$ cat src/rtl/intc_pkg.sv
package intc_pkg;
  localparam int DATA_W = 32;
  localparam int ADDR_W = 8;
  localparam int CFG_BASE = 7;

  typedef struct packed {
    logic wrPend;
    logic wrMask;
    logic wrCfg;
    logic swTrig;
    logic ackNorm;
    logic ackFast;
    logic agrNorm;
    logic agrFast;
  } ctlStrobes_t;

  typedef enum logic [2:0] {
    RD_ZERO,
    RD_PEND,
    RD_MASK,
    RD_CODEN,
    RD_CODEF,
    RD_CFG
  } rdSel_t;
endpackage

$ cat src/rtl/intc_prio_arb.sv
module intc_prio_arb #(
  parameter int NUM_LINES = 32,
  parameter int PRIO_W = 5,
  localparam int IDX_W = $clog2(NUM_LINES)
) (
  input  logic [NUM_LINES-1:0]             req,
  input  logic [NUM_LINES-1:0][PRIO_W-1:0] prio,
  output logic                             anyReq,
  output logic [IDX_W-1:0]                 winIdx
);
  logic [PRIO_W-1:0] bestPrio;

  // Ascending scan with <= : lower value wins, a tie goes to the higher line.
  always_comb begin
    anyReq = 1'b0;
    bestPrio = '0;
    winIdx = '0;
    for (int i = 0; i < NUM_LINES; i++) begin
      if (req[i] && (!anyReq || prio[i] <= bestPrio)) begin
        anyReq = 1'b1;
        bestPrio = prio[i];
        winIdx = IDX_W'(i);
      end
    end
  end

  always_comb begin
    if (anyReq) begin

      win_is_request_chk: assert (req[winIdx]);
    end
  end
endmodule

$ cat src/rtl/intc_regctl.sv
module intc_regctl
  import intc_pkg::*;
#(
  parameter int NUM_LINES = 32,
  localparam int IDX_W = $clog2(NUM_LINES),
  localparam int SW_WORD = CFG_BASE + NUM_LINES
) (
  input  logic              busSel,
  input  logic              busWrite,
  input  logic [ADDR_W-1:0] busAddr,
  input  logic [1:0]        agrBits,
  output ctlStrobes_t       strb,
  output rdSel_t            rdSel,
  output logic [IDX_W-1:0]  cfgIdx
);
  logic [ADDR_W-3:0] word;
  logic aligned, isCfg, doWr, doRd;

  assign word = busAddr[ADDR_W-1:2];
  assign aligned = busAddr[1:0] == 2'b00;
  assign doWr = busSel && busWrite && aligned;
  assign doRd = busSel && !busWrite && aligned;
  assign isCfg = (int'(word) >= CFG_BASE) && (int'(word) < CFG_BASE + NUM_LINES);
  assign cfgIdx = IDX_W'(int'(word) - CFG_BASE);

  always_comb begin
    strb = '0;
    rdSel = RD_ZERO;
    if (doWr) begin
      if (word == 0) strb.wrPend = 1'b1;
      if (word == 1) strb.wrMask = 1'b1;
      if (word == 6) begin
        strb.agrNorm = agrBits[0];
        strb.agrFast = agrBits[1];
      end
      if (isCfg) strb.wrCfg = 1'b1;
      if (int'(word) == SW_WORD) strb.swTrig = 1'b1;
    end
    if (doRd) begin
      if (word == 0) rdSel = RD_PEND;
      if (word == 1) rdSel = RD_MASK;
      if (word == 4) begin
        rdSel = RD_CODEN;
        strb.ackNorm = 1'b1;
      end
      if (word == 5) begin
        rdSel = RD_CODEF;
        strb.ackFast = 1'b1;
      end
      if (isCfg) rdSel = RD_CFG;
    end
  end
endmodule

$ cat src/rtl/intc_datapath.sv
module intc_datapath
  import intc_pkg::*;
#(
  parameter int NUM_LINES = 32,
  parameter int PRIO_W = 5,
  localparam int IDX_W = $clog2(NUM_LINES)
) (
  input  logic                 clk,
  input  logic                 rstN,
  input  logic [NUM_LINES-1:0] irqIn,
  input  ctlStrobes_t          strb,
  input  rdSel_t               rdSel,
  input  logic [IDX_W-1:0]     cfgIdx,
  input  logic [DATA_W-1:0]    wdata,
  output logic [DATA_W-1:0]    rdata,
  output logic [1:0]           outQ
);
  logic [NUM_LINES-1:0] inQ, pendQ, maskQ, levelQ, fastQ;
  logic [NUM_LINES-1:0][PRIO_W-1:0] prioQ;
  logic [1:0][IDX_W-1:0] codeQ;
  logic [1:0] armQ, ackV, agrV, anyV;
  logic [1:0][IDX_W-1:0] winV;
  logic [1:0][NUM_LINES-1:0] eligible;
  logic [NUM_LINES-1:0] wLines, rise, fall, setV, clrV, ackClr, swSet;

  assign wLines = wdata[NUM_LINES-1:0];
  assign ackV = {strb.ackFast, strb.ackNorm};
  assign agrV = {strb.agrFast, strb.agrNorm};
  assign rise = irqIn & ~inQ;
  assign fall = ~irqIn & inQ;
  assign swSet = strb.swTrig ? (wLines & (~wLines + 1'b1)) : '0;

  always_comb begin
    ackClr = '0;
    for (int c = 0; c < 2; c++)
      if (ackV[c] && !levelQ[codeQ[c]]) ackClr[codeQ[c]] = 1'b1;
  end

  assign setV = (~levelQ & rise) | (levelQ & irqIn) | swSet;
  assign clrV = (levelQ & fall) | ackClr
              | (strb.wrPend ? (~wLines & ~(levelQ & irqIn)) : '0);

  always_ff @(posedge clk or negedge rstN) begin
    if (!rstN) begin
      inQ <= '0;
      pendQ <= '0;
      maskQ <= '1;
      levelQ <= '0;
      fastQ <= '0;
      prioQ <= '0;
    end else begin
      inQ <= irqIn;
      pendQ <= (pendQ & ~clrV) | setV;
      if (strb.wrMask) maskQ <= wLines;
      if (strb.wrCfg) begin
        prioQ[cfgIdx] <= wdata[PRIO_W+1:2];
        levelQ[cfgIdx] <= wdata[1];
        fastQ[cfgIdx] <= wdata[0];
      end
    end
  end

  for (genvar c = 0; c < 2; c++) begin : g_class
    assign eligible[c] = pendQ & ~maskQ & (c == 1 ? fastQ : ~fastQ);

    intc_prio_arb #(.NUM_LINES(NUM_LINES), .PRIO_W(PRIO_W)) u_arb (
      .req(eligible[c]),
      .prio(prioQ),
      .anyReq(anyV[c]),
      .winIdx(winV[c])
    );

    always_ff @(posedge clk or negedge rstN) begin
      if (!rstN) begin
        armQ[c] <= 1'b1;
        outQ[c] <= 1'b0;
        codeQ[c] <= '0;
      end else if (agrV[c]) begin
        armQ[c] <= 1'b1;
        outQ[c] <= 1'b0;
      end else if (armQ[c] && anyV[c]) begin
        armQ[c] <= 1'b0;
        outQ[c] <= 1'b1;
        codeQ[c] <= winV[c];
      end
    end


    agr_drops_out_chk: assert property (@(posedge clk) disable iff (!rstN)
      agrV[c] |=> !outQ[c]);


    raise_needs_unmasked_chk: assert property (@(posedge clk) disable iff (!rstN)
      $rose(outQ[c]) |-> $past(|eligible[c]));
  end

  always_comb begin
    case (rdSel)
      RD_PEND:  rdata = DATA_W'(pendQ);
      RD_MASK:  rdata = DATA_W'(maskQ);
      RD_CODEN: rdata = DATA_W'(codeQ[0]);
      RD_CODEF: rdata = DATA_W'(codeQ[1]);
      RD_CFG:   rdata = DATA_W'({prioQ[cfgIdx], levelQ[cfgIdx], fastQ[cfgIdx]});
      default:  rdata = '0;
    endcase
  end


  level_hold_chk: assert property (@(posedge clk) disable iff (!rstN)
    1'b1 |=> (($past(levelQ & irqIn) & ~pendQ) == '0));


  edge_keep_chk: assert property (@(posedge clk) disable iff (!rstN)
    (strb == '0) |=> (($past(pendQ & ~levelQ) & ~pendQ) == '0));
endmodule

$ cat src/rtl/edge_level_intc.sv
module edge_level_intc
  import intc_pkg::*;
#(
  parameter int NUM_LINES = 32,
  parameter int PRIO_W = 5,
  localparam int IDX_W = $clog2(NUM_LINES)
) (
  input  logic                 clk,
  input  logic                 rstN,
  input  logic [NUM_LINES-1:0] irqIn,
  input  logic                 busSel,
  input  logic                 busWrite,
  input  logic [ADDR_W-1:0]    busAddr,
  input  logic [DATA_W-1:0]    busWdata,
  output logic [DATA_W-1:0]    busRdata,
  output logic                 irqOut,
  output logic                 fiqOut
);
  ctlStrobes_t strb;
  rdSel_t rdSel;
  logic [IDX_W-1:0] cfgIdx;
  logic [1:0] outQ;

  intc_regctl #(.NUM_LINES(NUM_LINES)) u_ctl (
    .busSel(busSel),
    .busWrite(busWrite),
    .busAddr(busAddr),
    .agrBits(busWdata[1:0]),
    .strb(strb),
    .rdSel(rdSel),
    .cfgIdx(cfgIdx)
  );

  intc_datapath #(.NUM_LINES(NUM_LINES), .PRIO_W(PRIO_W)) u_dp (
    .clk(clk),
    .rstN(rstN),
    .irqIn(irqIn),
    .strb(strb),
    .rdSel(rdSel),
    .cfgIdx(cfgIdx),
    .wdata(busWdata),
    .rdata(busRdata),
    .outQ(outQ)
  );

  assign irqOut = outQ[0];
  assign fiqOut = outQ[1];
endmodule

$ cat config.mk
export PLATFORM = sky130hd
export DESIGN_NAME = edge_level_intc
export DESIGN_NICKNAME = d
export VERILOG_FILES = /design/src/rtl/intc_pkg.sv /design/src/rtl/intc_prio_arb.sv /design/src/rtl/intc_regctl.sv /design/src/rtl/intc_datapath.sv /design/src/rtl/edge_level_intc.sv
export SDC_FILE = /design/constraint.sdc
export NUM_CORES = 1
export LEC_CHECK = 0
export BUFFER_PORTS_ARGS = -buffer_cell sky130_fd_sc_hd__buf_2
export CAP_MARGIN = 20
export CORE_ASPECT_RATIO = 0.5
export CORE_MARGIN = 2
export CORE_UTILIZATION = 42
export CTS_CLUSTER_DIAMETER = 100
export CTS_CLUSTER_SIZE = 30
export DETAILED_ROUTE_END_ITERATION = 10
export GPL_TIMING_DRIVEN = 0
export PLACE_DENSITY_LB_ADDON = 0.08
export REMOVE_ABC_BUFFERS = 1
export SLEW_MARGIN = 10
export SYNTH_ARGS = -nofsm -noshare
export SYNTH_HDL_FRONTEND = slang
export SYNTH_HIERARCHICAL = 1
export SYNTH_SLANG_ARGS = --single-unit
export TNS_END_PERCENT = 50
$ cat constraint.sdc
create_clock -name clk -period 49.3 [get_ports clk]
set_clock_uncertainty 0.1 [all_clocks]
set_input_delay 4.93 -clock clk [delete_from_list [all_inputs] [get_ports clk]]
set_output_delay 4.93 -clock clk [all_outputs]
set_load 0.02 [all_outputs]
==> key figures, run 1 <==
Yosys
  • Seq/Total Area, Yosys: 24.9%
  • Ys flop type: dfrtp_1
  • Simple-Gate Fraction of Synth Area: 20.1%
  • Synthesized-area fraction occupied by adder cells: between 10% and 20%
  • Syn avg cell area: 8.62 µm²
  • Compound-gate portion of the synthesized area: 23.0%
  • Synthesized area: 33700 µm²
  • Multiplexer share of the synthesized area: 16.2%
  • Yosys cell types: 133
  • Synthesis warning total: 6
  • Largest family of logic cells by synthesized area: compound AO/OA/AOI/OAI gates
  • #FFs+latches synth: 334
  • XOR/XNOR Fraction of Synth Area: 0.516%
  • Syn Inst Count: 3907
  • EDFF count, synth: 0
  • Async SR Flop Fraction: 100%

Worst setup path
  • Slowest stage delay, CP: 0.52 ns
  • Launching point of the worst reg2reg path: u_dp/maskQ[0]
  • Required time of the critical path: ~50 ns
  • Reg2reg path depth: 258
  • Critical path arrival: 48.74 ns
  • Critical Path Start: u_dp/maskQ[0]
  • Setup crit end kind: flip-flop
  • Crit path kind: reg -> reg
  • Type of origin of the critical path: flip-flop
  • CP max stage cell: or3b_4
  • Worst path most repeated cell: ha_1
  • Worst-path fanout max: 8

Final layout
  • Util after Layout: 54.4%
  • Share of cells above drive strength 1: 37.4%
  • Commonest non-fill, non-tap cell in the layout: buf_4
  • P&R area growth vs syn: 28.4%
  • Most frequent cells in the layout: buf_4 (330), nand2_1 (302), dfrtp_1 (299)
  • Layout net count: 4635

Drt
  • Vias per inst: 6.37
  • DRT Pass-1 Iters: 6
  • DRT iter0 DRCs: 3313
  • Wire length per cell: 26.2 µm
  • Antenna viol nets, final: 0
  • Drt total wl: 141 mm
  • DRC viols: 0
  • Via count: approximately 34000

Clocking
  • Clock Pin Slew Worst Setup and Hold Paths: 0.12 ns
  • Max clock buf depth: 3
  • CTS tree: built
  • Cts bufs inserted: 15
  • Clk sinks: 334
  • H-tree levels: 1
  • Worst skew pair latency: around 0.54 ns
  • Root Buffer: clkbuf_16

Timing
  • RSZ-0062 raised after global routing: yes
  • Slew headroom: between 10% and 20%
  • Final setup fails: 0
  • Fin crit share: 98.2%
  • Worst hold margin: slightly above 0.4 ns
  • Worst-Margin Slew: 1.19 ns
  • FMAX: between 20 and 25 MHz
  • Final Hold Viols: 0
  • Tmin final: between 40 and 50 ns
  • Max-slew violation count: 0

Floorplan
  • FP Rows: between 70 and 80
  • Initial Utilization: 42.4%
  • Die W: 405 µm
  • Die Footprint: 82600 µm²
  • # IOs: 110
  • Die H: 204 µm
  • Core Area: between 70000 and 80000 µm²

Placement
  • DP HPWL: roughly 100 mm
  • PortBufs: 109
  • Final Wtd Congestion: between 1 and 1.5

Global route
  • Pin count of the biggest net entering global routing: 107
  • GR Overflow Total: 0
  • Initial antenna violation count: 8
  • First-pass GRT wire length: 201 mm
  • Vias in the first global route: 31500
  • Gr usage total: 31.7%

Worst hold path
  • Hold path startpoint: u_dp/outQ[0]
  • HP Class: reg -> reg
  • Hold path cells: 2

Job
  • Max cap viols: 0

Run status
  • Status: complete, no violations
## final cells by class
class	instances	area (µm²)
Antenna cell	8	20.0
Inverter	291	1100
Clock buffer	23	405
Timing Repair Buffer	492	3740
Sequential cell	334	8400
Multi-Input combinational cell	3159	28200
Tap cell	1050	1310
Fill cell	7230	36200
Clock inverter	2	32.5
## sequential cells by signal, summed over array words and instances (netlist names)
| signal | cells |
|---|---|
| u_dp/armQ | 2 |
| u_dp/codeQ | 10 |
| u_dp/fastQ | 32 |
| u_dp/inQ | 32 |
| u_dp/levelQ | 32 |
| u_dp/maskQ | 32 |
| u_dp/outQ | 2 |
| u_dp/pendQ | 32 |
| u_dp/prioQ | 160 |
## through the flow
stage / cell area, µm² / setup slack (ns) / instances / setup TNS, ns
5_1_grt: 43200 / -1.12 / 5356 / -9.93
4_1_cts: 38400 / 0.00837 / 5138 / 0
2_1_floorplan: 33100 / -0.0906 / 3771 / -0.305
3_5_place_dp: 35400 / -9.29 / 4954 / -90.23
3_3_place_gp: 34900 / -10.91 / 4930 / -97.11
6_report: 43300 / 0.876 / 5359 / 0
## path summary, 6_finish.rpt
check	to	slack (ns)
worst min-delay path	u_dp/outQ[0]	0.41
worst max-delay path	u_dp/codeQ[9]	0.88
worst max register to register	u_dp/codeQ[9]	0.88
min in group asynchronous	u_dp/pendQ[30]	4.18
max in group asynchronous	u_dp/maskQ[17]	43.64
worst min register to register	u_dp/outQ[0]	0.41
## layer usage
metal	part of all wire [%]	global-route usage, %
met2	44	49.2
met5	0.075	0
met1	46	47.0
met4	2.1	6.46
met3	7.5	4.01
## logic make-up (layout without fill, tap and decap cells)
logic type / Yosys count / in the layout
AOI/OAI and AO/OA: 1092 / 1100
xor gates and xnor gates: 19 / 19
and+or+nand+nor: 1259 / 1264
DFF: 334 / 334
buffers and inverters: 427 / 808
muxes: 499 / 499
other: 0 / 8
adders and majority gates: 277 / 277
## synth_stat cells (all sizes together) (93+ instances only)
cell type,instances,area (µm²)
a21o,93,698
a21oi,192,961
clkbuf,96,360
dfrtp,300,7510
ha,266,3330
inv,290,1090
mux2,313,3530
mux2i,182,1830
nand2,342,1290
nand3,106,536
nor2,214,813
o21ai,222,1130
## worst max-delay path: cells and delay by family (launching register included)
family                   cells  cell delay (ns)
AO/OA/AOI/OAI              107            19.43
AND/OR/NAND/NOR             84            13.78
adder cells (fa/ha/maj)     31             8.26
multiplexers                15             3.89
buffers and inverters       21             2.32
flip-flops                   1             0.41
## repair_timing
action,in CTS,in global routing
cloned,8,6
setup buffers,151,201
resized for setup,309,622
pin swaps,95,330
hold buffers,0,0
setup endpoints to repair,10,10
Power of run 1 is left out: the tool's default activity adds up to more than one toggle a clock period on the data nets, which glitch-free logic cannot reach.
==> run 2: changes to the inputs <==
--- a/config.mk
+++ b/config.mk
@@ -15,6 +15,7 @@
 export DETAILED_ROUTE_END_ITERATION = 10
 export GPL_TIMING_DRIVEN = 0
 export PLACE_DENSITY_LB_ADDON = 0.08
+export RECOVER_POWER = 100
 export REMOVE_ABC_BUFFERS = 1
 export SLEW_MARGIN = 10
 export SYNTH_ARGS = -nofsm -noshare
==> run 2 against run 1 <==
Compared with the run above: the run now ends with max-capacitance violations, max-slew violations left; final cell count is essentially flat; global-route usage is the same; non-clock buffer count is the same; sequential share of layout area grew 0.15 points; flip-flop and latch count is the same; setup slack lost 0.0076 ns; via count is essentially flat; first-iteration DRC count grew 5.0%; critical endpoint unchanged.
==> key figures, run 2 (synthesis results as in run 1) <==
Run status
  • Status: complete, but fails checks
  • Failing checks: max-capacitance violations, max-slew violations

Drt
  • Vias per inst: 6.38 (about the same)
  • DRT Pass-1 Iters: 6 (unchanged)
  • Drt total wl: 141 mm (+0.13%)
  • Wire length per cell: 26.3 µm (+0.11%)
  • Antenna viol nets, final: 0 (unchanged)
  • Via count: 34200 (+0.076%)
  • DRT iter0 DRCs: 3479 (+5.0%)
  • DRC viols: 0 (unchanged)

Worst hold path
  • Hold path cells: 2 (unchanged)
  • HP Class: reg -> reg

Worst setup path
  • Setup crit end kind: flip-flop
  • Slowest stage delay, CP: 0.51 ns (about the same)
  • CP max stage cell: or3b_4
  • Worst-path fanout max: 8 (unchanged)
  • Critical path arrival: 48.75 ns (about the same)
  • Type of origin of the critical path: flip-flop
  • Reg2reg path depth: 260 (+0.78%)
  • Crit path kind: reg -> reg
  • Required time of the critical path: 49.62 ns (about the same)

Final layout
  • Layout net count: 4635 (unchanged)
  • P&R area growth vs syn: 27.4%
  • Share of cells above drive strength 1: 35.2% (-2.2 points)
  • Post-route insts no fill: 5360 (+0.019%)
  • Largest register by flop count: u_dp/prioQ
  • Max reg flops: 160 (unchanged)
  • Most frequent cells in the layout: buf_4 (326), nand2_1 (302), dfrtp_1 (299)
  • Commonest non-fill, non-tap cell in the layout: buf_4

Floorplan
  • Die Footprint: 82600 µm² (unchanged)
  • Die W: 405 µm (unchanged)
  • Initial Utilization: 42.4% (unchanged)
  • Die H: 204 µm (unchanged)
  • # IOs: 110 (unchanged)
  • Core Area: 79500 µm² (unchanged)
  • FP Rows: 73 (unchanged)

Placement
  • Final Wtd Congestion: 1.02 (unchanged)
  • PortBufs: 109 (unchanged)
  • DP HPWL: 103 mm (unchanged)
  • DP Cell Count: 4954 (unchanged)

Global route
  • GR Overflow Total: 0 (unchanged)
  • Gr usage total: 31.7% (unchanged)
  • Initial antenna violation count: 8 (unchanged)
  • Pin count of the biggest net entering global routing: 107 (unchanged)
  • Vias in the first global route: 31500 (unchanged)
  • First-pass GRT wire length: 201 mm (unchanged)

Timing
  • RSZ-0062 raised after global routing: yes
  • Final setup fails: 0 (unchanged)
  • Tmin final: 48.43 ns (+0.00758 ns)
  • Worst-Margin Slew: 5.79 ns (+4.60 ns)
  • Fin crit share: 98.2% (about the same)
  • FMAX: 20.6 MHz (about the same)
  • Final Hold Viols: 0 (unchanged)
  • TNS Setup: 0 ns (unchanged)
  • Slew headroom: -286% (-310 points)
  • Max-slew violation count: 483 (+483)

Clocking
  • Hold buffer count at cts: 0 (unchanged)
  • Max clock buf depth: 3 (unchanged)
  • H-tree levels: 1 (unchanged)
  • Clk sinks: 334 (unchanged)
  • Cts bufs inserted: 15 (unchanged)
  • CTS tree: built
  • Clock Pin Slew Worst Setup and Hold Paths: 0.12 ns (about the same)
  • Worst skew pair latency: 0.54 ns (about the same)
  • Root Buffer: clkbuf_16

Job
  • Max cap viols: 10 (+10)
-- run 2: per-stage QoR --
| stage | hold WS (ns) | setup WS (ns) | util, % | instance area (µm²) |
|---|---|---|---|---|
| final | 0.422 | 0.868 | 54.0 | 42900 |
| after global placement | 0.380 | -10.91 | 44.0 | 34900 |
| after detailed placement | 0.389 | -9.29 | 44.5 | 35400 |
| after CTS | 0.420 | 0.00837 | 48.3 | 38400 |
| after floorplan | 0.376 | -0.0906 | - | 33100 |
| after global routing | 0.458 | -1.12 | 54.0 | 42900 |
-- run 2: worst paths after layout --
path	to	slack, ns	from
min in group asynchronous	u_dp/pendQ[30]	5.14	rstN
min reg2reg	u_dp/outQ[0]	0.42	u_dp/outQ[0]
max in group asynchronous	u_dp/prioQ[93]	34.58	rstN
max	u_dp/codeQ[9]	0.87	u_dp/maskQ[0]
min	u_dp/outQ[0]	0.42	u_dp/outQ[0]
max reg2reg	u_dp/codeQ[9]	0.87	u_dp/maskQ[0]
-- run 2: worst max-delay path, delay by kind of cell (launching register included) --
kind / cells / cell delay, ns
simple gates: 84 / 13.60
mux: 15 / 3.90
fa+ha+maj: 31 / 8.23
flops: 1 / 0.41
compound gates: 109 / 19.60
buf+inv: 21 / 2.33
-- run 2: area by class of cell --
type	instances	area [µm²]
Multi-Input combinational cell	3159	28100
Tap cell	1050	1310
Timing Repair Buffer	492	3500
Clock inverter	2	32.5
Fill cell	7301	36500
Antenna cell	9	22.5
Inverter	291	1100
Sequential cell	334	8400
Clock buffer	23	405
-- run 2: what timing repair did --
item / 4_1_cts / 5_1_grt
gates resized for setup: 309 / 622
gates cloned: 8 / 6
setup endpoints to repair: 10 / 10
pin swaps: 95 / 330
setup buffers: 151 / 201
hold endpoints to repair: 0 / 0
-- run 2: routing by layer --
layer	GRT usage, %	part of all wire, %
met5	0	0
met4	6.46	2.2
met3	4.01	7.7
met2	49.2	44
met1	47.0	46
Power of run 2 is left out for the same reason.
